[src/rtl/alu8_pkg.sv]
package alu8_pkg;

  typedef enum logic [4:0] {
    OP_ADD = 5'd0,
    OP_ADC = 5'd1,
    OP_SUB = 5'd2,
    OP_SBB = 5'd3,
    OP_AND = 5'd4,
    OP_OR  = 5'd5,
    OP_XOR = 5'd6,
    OP_CMP = 5'd7,
    OP_INC = 5'd8,
    OP_DEC = 5'd9,
    OP_CMA = 5'd10,
    OP_RLC = 5'd11,
    OP_RRC = 5'd12,
    OP_RAL = 5'd13,
    OP_RAR = 5'd14,
    OP_STC = 5'd15,
    OP_CMC = 5'd16,
    OP_DAA = 5'd17,
    OP_DAD = 5'd18
  } alu_op_e;

  typedef struct packed {
    logic s;
    logic z;
    logic ac;
    logic p;
    logic cy;
  } alu_flags_t;

endpackage

[src/rtl/alu8_addsub.sv]
// Shared adder/subtractor with carry (borrow) out of the top bit and of the low nibble.
module alu8_addsub #(
  parameter int W  = 8,
  parameter int HW = 4
) (
  input  logic [W-1:0] a,
  input  logic [W-1:0] b,
  input  logic         cin,
  input  logic         sub,
  output logic [W-1:0] res,
  output logic         cout,
  output logic         hcout
);
  logic [W:0]  full;
  logic [HW:0] half;

  always_comb begin
    if (sub) begin
      full = {1'b0, a} - {1'b0, b} - {{W{1'b0}}, cin};
      half = {1'b0, a[HW-1:0]} - {1'b0, b[HW-1:0]} - {{HW{1'b0}}, cin};
    end else begin
      full = {1'b0, a} + {1'b0, b} + {{W{1'b0}}, cin};
      half = {1'b0, a[HW-1:0]} + {1'b0, b[HW-1:0]} + {{HW{1'b0}}, cin};
    end
  end

  assign res   = full[W-1:0];
  assign cout  = full[W];
  assign hcout = half[HW];
endmodule

[src/rtl/alu8_rotate.sv]
// One-bit rotate, plain or through carry, in either direction.
module alu8_rotate #(
  parameter int W = 8
) (
  input  logic [W-1:0] a,
  input  logic         cy_in,
  input  logic         right,
  input  logic         thru,
  output logic [W-1:0] res,
  output logic         cy_out
);
  logic fill;

  always_comb begin
    if (!right) begin
      fill   = thru ? cy_in : a[W-1];
      res    = {a[W-2:0], fill};
      cy_out = a[W-1];
    end else begin
      fill   = thru ? cy_in : a[0];
      res    = {fill, a[W-1:1]};
      cy_out = a[0];
    end
  end
endmodule

[src/rtl/alu8_decadj.sv]
// Packed two-digit BCD correction driven by half carry and carry.
module alu8_decadj #(
  parameter int W = 8
) (
  input  logic [W-1:0] a,
  input  logic         ac_in,
  input  logic         cy_in,
  output logic [W-1:0] res,
  output logic         ac_out,
  output logic         cy_out
);
  localparam int HW = W / 2;
  localparam logic [HW-1:0] NINE = HW'(9);
  localparam logic [HW-1:0] SIX  = HW'(6);

  logic          lo_fix, hi_fix;
  logic [HW:0]   lo_sum;
  logic [W:0]    stage1;

  always_comb begin
    lo_fix = (a[HW-1:0] > NINE) | ac_in;
    lo_sum = {1'b0, a[HW-1:0]} + {1'b0, (lo_fix ? SIX : {HW{1'b0}})};
    stage1 = {1'b0, a} + {{(W+1-HW){1'b0}}, (lo_fix ? SIX : {HW{1'b0}})};
    hi_fix = (stage1[W-1:HW] > NINE) | cy_in | stage1[W];
    res    = stage1[W-1:0] + (hi_fix ? {SIX, {HW{1'b0}}} : {W{1'b0}});
    ac_out = lo_sum[HW];
    cy_out = hi_fix;
  end
endmodule

[src/rtl/alu8_acc_core.sv]
module alu8_acc_core
  import alu8_pkg::*;
#(
  parameter int DATA_W = 8,
  parameter int PAIR_W = 2 * DATA_W
) (
  input  logic              clk,
  input  logic              rst,
  input  logic              op_valid,
  input  logic [4:0]        op_code,
  input  logic [DATA_W-1:0] operand,
  input  logic [PAIR_W-1:0] pair_hl,
  input  logic [PAIR_W-1:0] pair_rp,
  output logic [DATA_W-1:0] acc_q,
  output logic [4:0]        flags_q,
  output logic [PAIR_W-1:0] pair_q
);
  localparam int HW = DATA_W / 2;

  alu_op_e    op;
  alu_flags_t fl;
  assign op = alu_op_e'(op_code);
  assign fl = alu_flags_t'(flags_q);

  // adder operand steering
  logic              as_sub, as_cin;
  logic [DATA_W-1:0] as_b, as_res;
  logic              as_cout, as_hcout;

  always_comb begin
    as_sub = 1'b0;
    as_cin = 1'b0;
    as_b   = operand;
    case (op)
      OP_ADC: as_cin = fl.cy;
      OP_SUB, OP_CMP: as_sub = 1'b1;
      OP_SBB: begin as_sub = 1'b1; as_cin = fl.cy; end
      OP_INC: begin as_b = '0; as_cin = 1'b1; end
      OP_DEC: begin as_b = '0; as_cin = 1'b1; as_sub = 1'b1; end
      default: ;
    endcase
  end

  alu8_addsub #(.W(DATA_W), .HW(HW)) u_addsub (
    .a(acc_q), .b(as_b), .cin(as_cin), .sub(as_sub),
    .res(as_res), .cout(as_cout), .hcout(as_hcout)
  );

  logic [DATA_W-1:0] rot_res;
  logic              rot_cy;
  logic [4:0]        rot_sel;
  assign rot_sel = op_code - 5'd11;

  alu8_rotate #(.W(DATA_W)) u_rot (
    .a(acc_q), .cy_in(fl.cy), .right(rot_sel[0]), .thru(rot_sel[1]),
    .res(rot_res), .cy_out(rot_cy)
  );

  logic [DATA_W-1:0] daa_res;
  logic              daa_ac, daa_cy;

  alu8_decadj #(.W(DATA_W)) u_daa (
    .a(acc_q), .ac_in(fl.ac), .cy_in(fl.cy),
    .res(daa_res), .ac_out(daa_ac), .cy_out(daa_cy)
  );

  logic [PAIR_W:0] pair_sum;
  assign pair_sum = {1'b0, pair_hl} + {1'b0, pair_rp};

  // result selection and flag update
  logic [DATA_W-1:0] nxt_acc, flag_src;
  alu_flags_t        nxt_fl;
  logic [PAIR_W-1:0] nxt_pair;
  logic              szp_upd;

  always_comb begin
    nxt_acc  = acc_q;
    nxt_fl   = fl;
    nxt_pair = pair_q;
    flag_src = as_res;
    szp_upd  = 1'b0;
    case (op)
      OP_ADD, OP_ADC, OP_SUB, OP_SBB: begin
        nxt_acc   = as_res;
        nxt_fl.cy = as_cout;
        nxt_fl.ac = as_hcout;
        szp_upd   = 1'b1;
      end
      OP_CMP: begin
        nxt_fl.cy = as_cout;
        nxt_fl.ac = as_hcout;
        szp_upd   = 1'b1;
      end
      OP_AND, OP_OR, OP_XOR: begin
        case (op)
          OP_AND:  flag_src = acc_q & operand;
          OP_OR:   flag_src = acc_q | operand;
          default: flag_src = acc_q ^ operand;
        endcase
        nxt_acc   = flag_src;
        nxt_fl.cy = 1'b0;
        nxt_fl.ac = 1'b0;
        szp_upd   = 1'b1;
      end
      OP_INC, OP_DEC: begin
        nxt_acc   = as_res;
        nxt_fl.ac = as_hcout;
        szp_upd   = 1'b1;
      end
      OP_CMA: nxt_acc = ~acc_q;
      OP_RLC, OP_RRC, OP_RAL, OP_RAR: begin
        nxt_acc   = rot_res;
        nxt_fl.cy = rot_cy;
      end
      OP_STC: nxt_fl.cy = 1'b1;
      OP_CMC: nxt_fl.cy = ~fl.cy;
      OP_DAA: begin
        flag_src  = daa_res;
        nxt_acc   = daa_res;
        nxt_fl.ac = daa_ac;
        nxt_fl.cy = daa_cy;
        szp_upd   = 1'b1;
      end
      OP_DAD: begin
        nxt_pair  = pair_sum[PAIR_W-1:0];
        nxt_fl.cy = pair_sum[PAIR_W];
      end
      default: ;
    endcase
    if (szp_upd) begin
      nxt_fl.s = flag_src[DATA_W-1];
      nxt_fl.z = (flag_src == '0);
      nxt_fl.p = ~^flag_src;
    end
  end

  always_ff @(posedge clk) begin
    if (rst) begin
      acc_q   <= '0;
      flags_q <= '0;
      pair_q  <= '0;
    end else if (op_valid) begin
      acc_q   <= nxt_acc;
      flags_q <= nxt_fl;
      pair_q  <= nxt_pair;
    end
  end
endmodule

[config.mk]
export PLATFORM = sky130hd
export DESIGN_NAME = alu8_acc_core
export DESIGN_NICKNAME = d
export VERILOG_FILES = /design/src/rtl/alu8_pkg.sv /design/src/rtl/alu8_addsub.sv /design/src/rtl/alu8_rotate.sv /design/src/rtl/alu8_decadj.sv /design/src/rtl/alu8_acc_core.sv
export SDC_FILE = /design/constraint.sdc
export NUM_CORES = 1
export LEC_CHECK = 0
export ABC_AREA = 1
export CAP_MARGIN = 15
export CORE_ASPECT_RATIO = 0.9
export CORE_UTILIZATION = 60
export CTS_CLUSTER_SIZE = 25
export DETAILED_ROUTE_END_ITERATION = 7
export DONT_BUFFER_PORTS = 1
export PLACE_DENSITY = 0.89
export SKIP_LAST_GASP = 1
export SLEW_MARGIN = 40
export SYNTH_ARGS = -nofsm -noshare
export SYNTH_HDL_FRONTEND = slang
export SYNTH_SLANG_ARGS = --single-unit
[constraint.sdc]
create_clock -name clk -period 3.65 [get_ports clk]
set_input_delay 0.73 -clock clk [delete_from_list [all_inputs] [get_ports clk]]
set_output_delay 0.73 -clock clk [all_outputs]
set_load 0.02 [all_outputs]
==> flow_summary.ini <==
[logic_synthesis]
ys_types = 42
syn_inst = 720
synth_seq_cells = 29
yosysSeqAreaShare_pct = 12.9
synth.yosys.warnings = 0
synthesis.nets = 839
syn_avg_cell_area_um2 = 6.25
synthesis.area_um2 = 4500

[layout]
nNetsFinal = 896
fill_cells = 573
utilization_pct = 74.1
final_cell_mix = 176 x nand2_1, 89 x inv_1, 61 x buf_4, 59 x ha_1, 56 x a21oi_1
syn2layout_area_growth_pct = 17.6
insertedDiodeCount = 0
post_route_cells_drive_above_1_share_pct = 19.4
fin_cells = 871
layout_commonest_cell = nand2_1

[global_routing]
grt.overflow.total = 0
grt_pass1_wl_mm = 22.6
grt_max_degree = 23
grt_pass1_vias = 4995
grt_use_total_pct = 36.0
antenna_found_initial = 0

[critical_path]
r2r-end = flags_q[1]
rrSetupSlack_ns = 0.14
r2r-start = acc_q[2]
crit_arrival_ns = 3.75
startpoint_type = primary input
setup.worst_path.class = primary input to register
cp_max_fo = 16
reg2reg_depth = 27
required_ns = 3.83
end_kind = register

[timing]
worst_slack_ns = 0.0750
slew_viol_final = 0
max_freq_mhz = 280
setup_viol = 0
worst_pin_slew_ns = 0.615
period_share_pct = 97.9
final.min_clock_period_ns = 3.57
holdWs_ns = 0.492
max_slew_margin_pct = 58.9
skew_ns = 0.00771
hold_violations = 0
rsz0062_at_grt = true

[placement]
placedCellCount = 855
dp_hpwl_mm = 11.3
numPortBuffers = 0
preCtsSetupSlack_ns = -0.259
gp_congestion = 1.02

[floorplanning]
core_area_um2 = 7150
ios = 77
rows = 29
start_util_pct = 63.0
die-area_um2 = 7860
die_h_um = 84.2
dieWidth_um = 93.3

[power_and_ir_drop]
power.total_mw = 1.52
power_leakage_nw = 2.74
ir_drop_v = 0.000188
power_density_nw_per_um2 = 287

[route]
wl_per_cell_um = 16.3
avgViaCountPerCell = 6.00
drc = 0
finalWirelength_mm = 14.2
vias = 5230
drt_pass1_iterations = 7
drtIter0Drc = 514
ant_nets = 0

[cts]
cts_buffer_depth = 2
cts_buffers = 5
cts_sinks = 29
path_clk_slew_ns = 0.07
htree_levels = 2
cts-root-buf = clkbuf_8
clkLatencyLatePin_ns = 0.29
cts_hold_buffers = 0
tritoncts = done

[run_status]
outcome = finished clean

[worst_hold_path]
hold_end = acc_q[1]
hold_depth = 1
hp-start = rst
hold_class = primary input to register

[job]
drv_cap = 0
## registers in the layout (all words and copies together), names as in the netlist
name and flops:
acc_q 8, flags_q 5, pair_q 16
## cell families (layout without fill, tap and decap cells)
kind of cell | Yosys count | after routing | share of synthesized area, %
adders and majority gates | 71 | 71 | 20.9
and+or+nand+nor | 324 | 324 | 32.1
AOI/OAI and AO/OA | 150 | 150 | 19.3
DFF | 29 | 29 | 12.9
buffers and inverters | 126 | 184 | 10.9
xor gates and xnor gates | 20 | 20 | 3.89
## area by class of cell
class	count	area (µm²)	area share (%)
multi-input combinational	565	3580	67.6
inverter	114	439	8.29
sequential	29	592	11.2
timing repair buffer	62	469	8.86
clock inverter	1	5.00	0.0945
clock buffer	7	96.3	1.82
tap	93	116	2.20
## where the power goes
| part | internal, mW | switching [mW] |
|---|---|---|
| registers | 0.331 | 0.0273 |
| logic | 0.357 | 0.496 |
| clock network | 0.170 | 0.140 |
| total | 0.858 | 0.663 |
## layer usage
layer  track usage [%]  up-vias  routed length [µm]
met5                 0        -                   0
met4              10.1        0                 395
met3              7.70       52                1570
met2              61.5      321                6630
met1              45.6     2387                5610
li1                  -     2470                   -
## stage by stage
| stage | instance area [µm²] | TNS [ns] |
|---|---|---|
| global route | 5300 | -0.114 |
| finish | 5300 | 0 |
| detailed placement | 5020 | -0.316 |
| floorplan | 4560 | 0 |
| global placement | 5020 | -0.152 |
| CTS | 5190 | 0 |
## how the worst max path moves through the flow
stage	from	to	slack [ns]	cells after the start
floorplan	op_code[1]	flags_q[1]	0.001	22
global placement	op_code[1]	flags_q[1]	-0.15	22
detailed placement	op_code[1]	flags_q[1]	-0.26	22
CTS	acc_q[2]	flags_q[1]	0.005	28
global route	acc_q[2]	flags_q[1]	-0.09	27
finish	op_code[0]	flags_q[1]	0.08	22
## timing repair
item / 4_1_cts / 5_1_grt
pin swaps: 9 / 13
endpoints found under the setup margin: 1 / 3
resized for setup: 5 / 27
cloned: 0 / 0
buffers inserted: 6 / 4
## critical path: stages
cell and delay [ns]:
clkinvlp_4 0.06, ha_2 0.19, inv_1 0.07, nand2_1 0.12
nand3_4 0.13, o31ai_1 0.08, buf_4 0.14, fa_1 0.53
inv_1 0.06, ha_1 0.17, o21ai_1 0.14, nand2_2 0.11
nand2_1 0.09, nand3_1 0.08, nand3_1 0.11, nand3_1 0.09
nand3_1 0.08, inv_1 0.05, ha_1 0.29, xor2_1 0.19
xnor2_1 0.15, a21oi_1 0.08
## cell usage after synthesis, drive strengths merged
cell type / number / area, µm²
o21a: 6 / 45.0
nor4: 1 / 6.26
buf: 7 / 42.5
nand3b: 2 / 15.0
a211oi: 1 / 7.51
a21oi: 58 / 290
dfxtp: 29 / 581
nor2: 67 / 328
xnor2: 7 / 61.3
nand2: 190 / 738
o31ai: 3 / 22.5
a21o: 1 / 7.51
nand4: 5 / 31.3
a221oi: 1 / 8.76
o21ai: 47 / 246
a31oi: 5 / 31.3
o221ai: 1 / 8.76
a32oi: 1 / 8.76
o22ai: 1 / 6.26
clkbuf: 5 / 18.8
nor3: 1 / 5.00
or2: 1 / 6.26
o21bai: 10 / 75.1
o211ai: 15 / 113
and2: 1 / 6.26
nand3: 56 / 308
inv: 114 / 430
fa: 7 / 140
xor2: 13 / 114
ha: 64 / 801
Power figures use the tool's default switching activity.
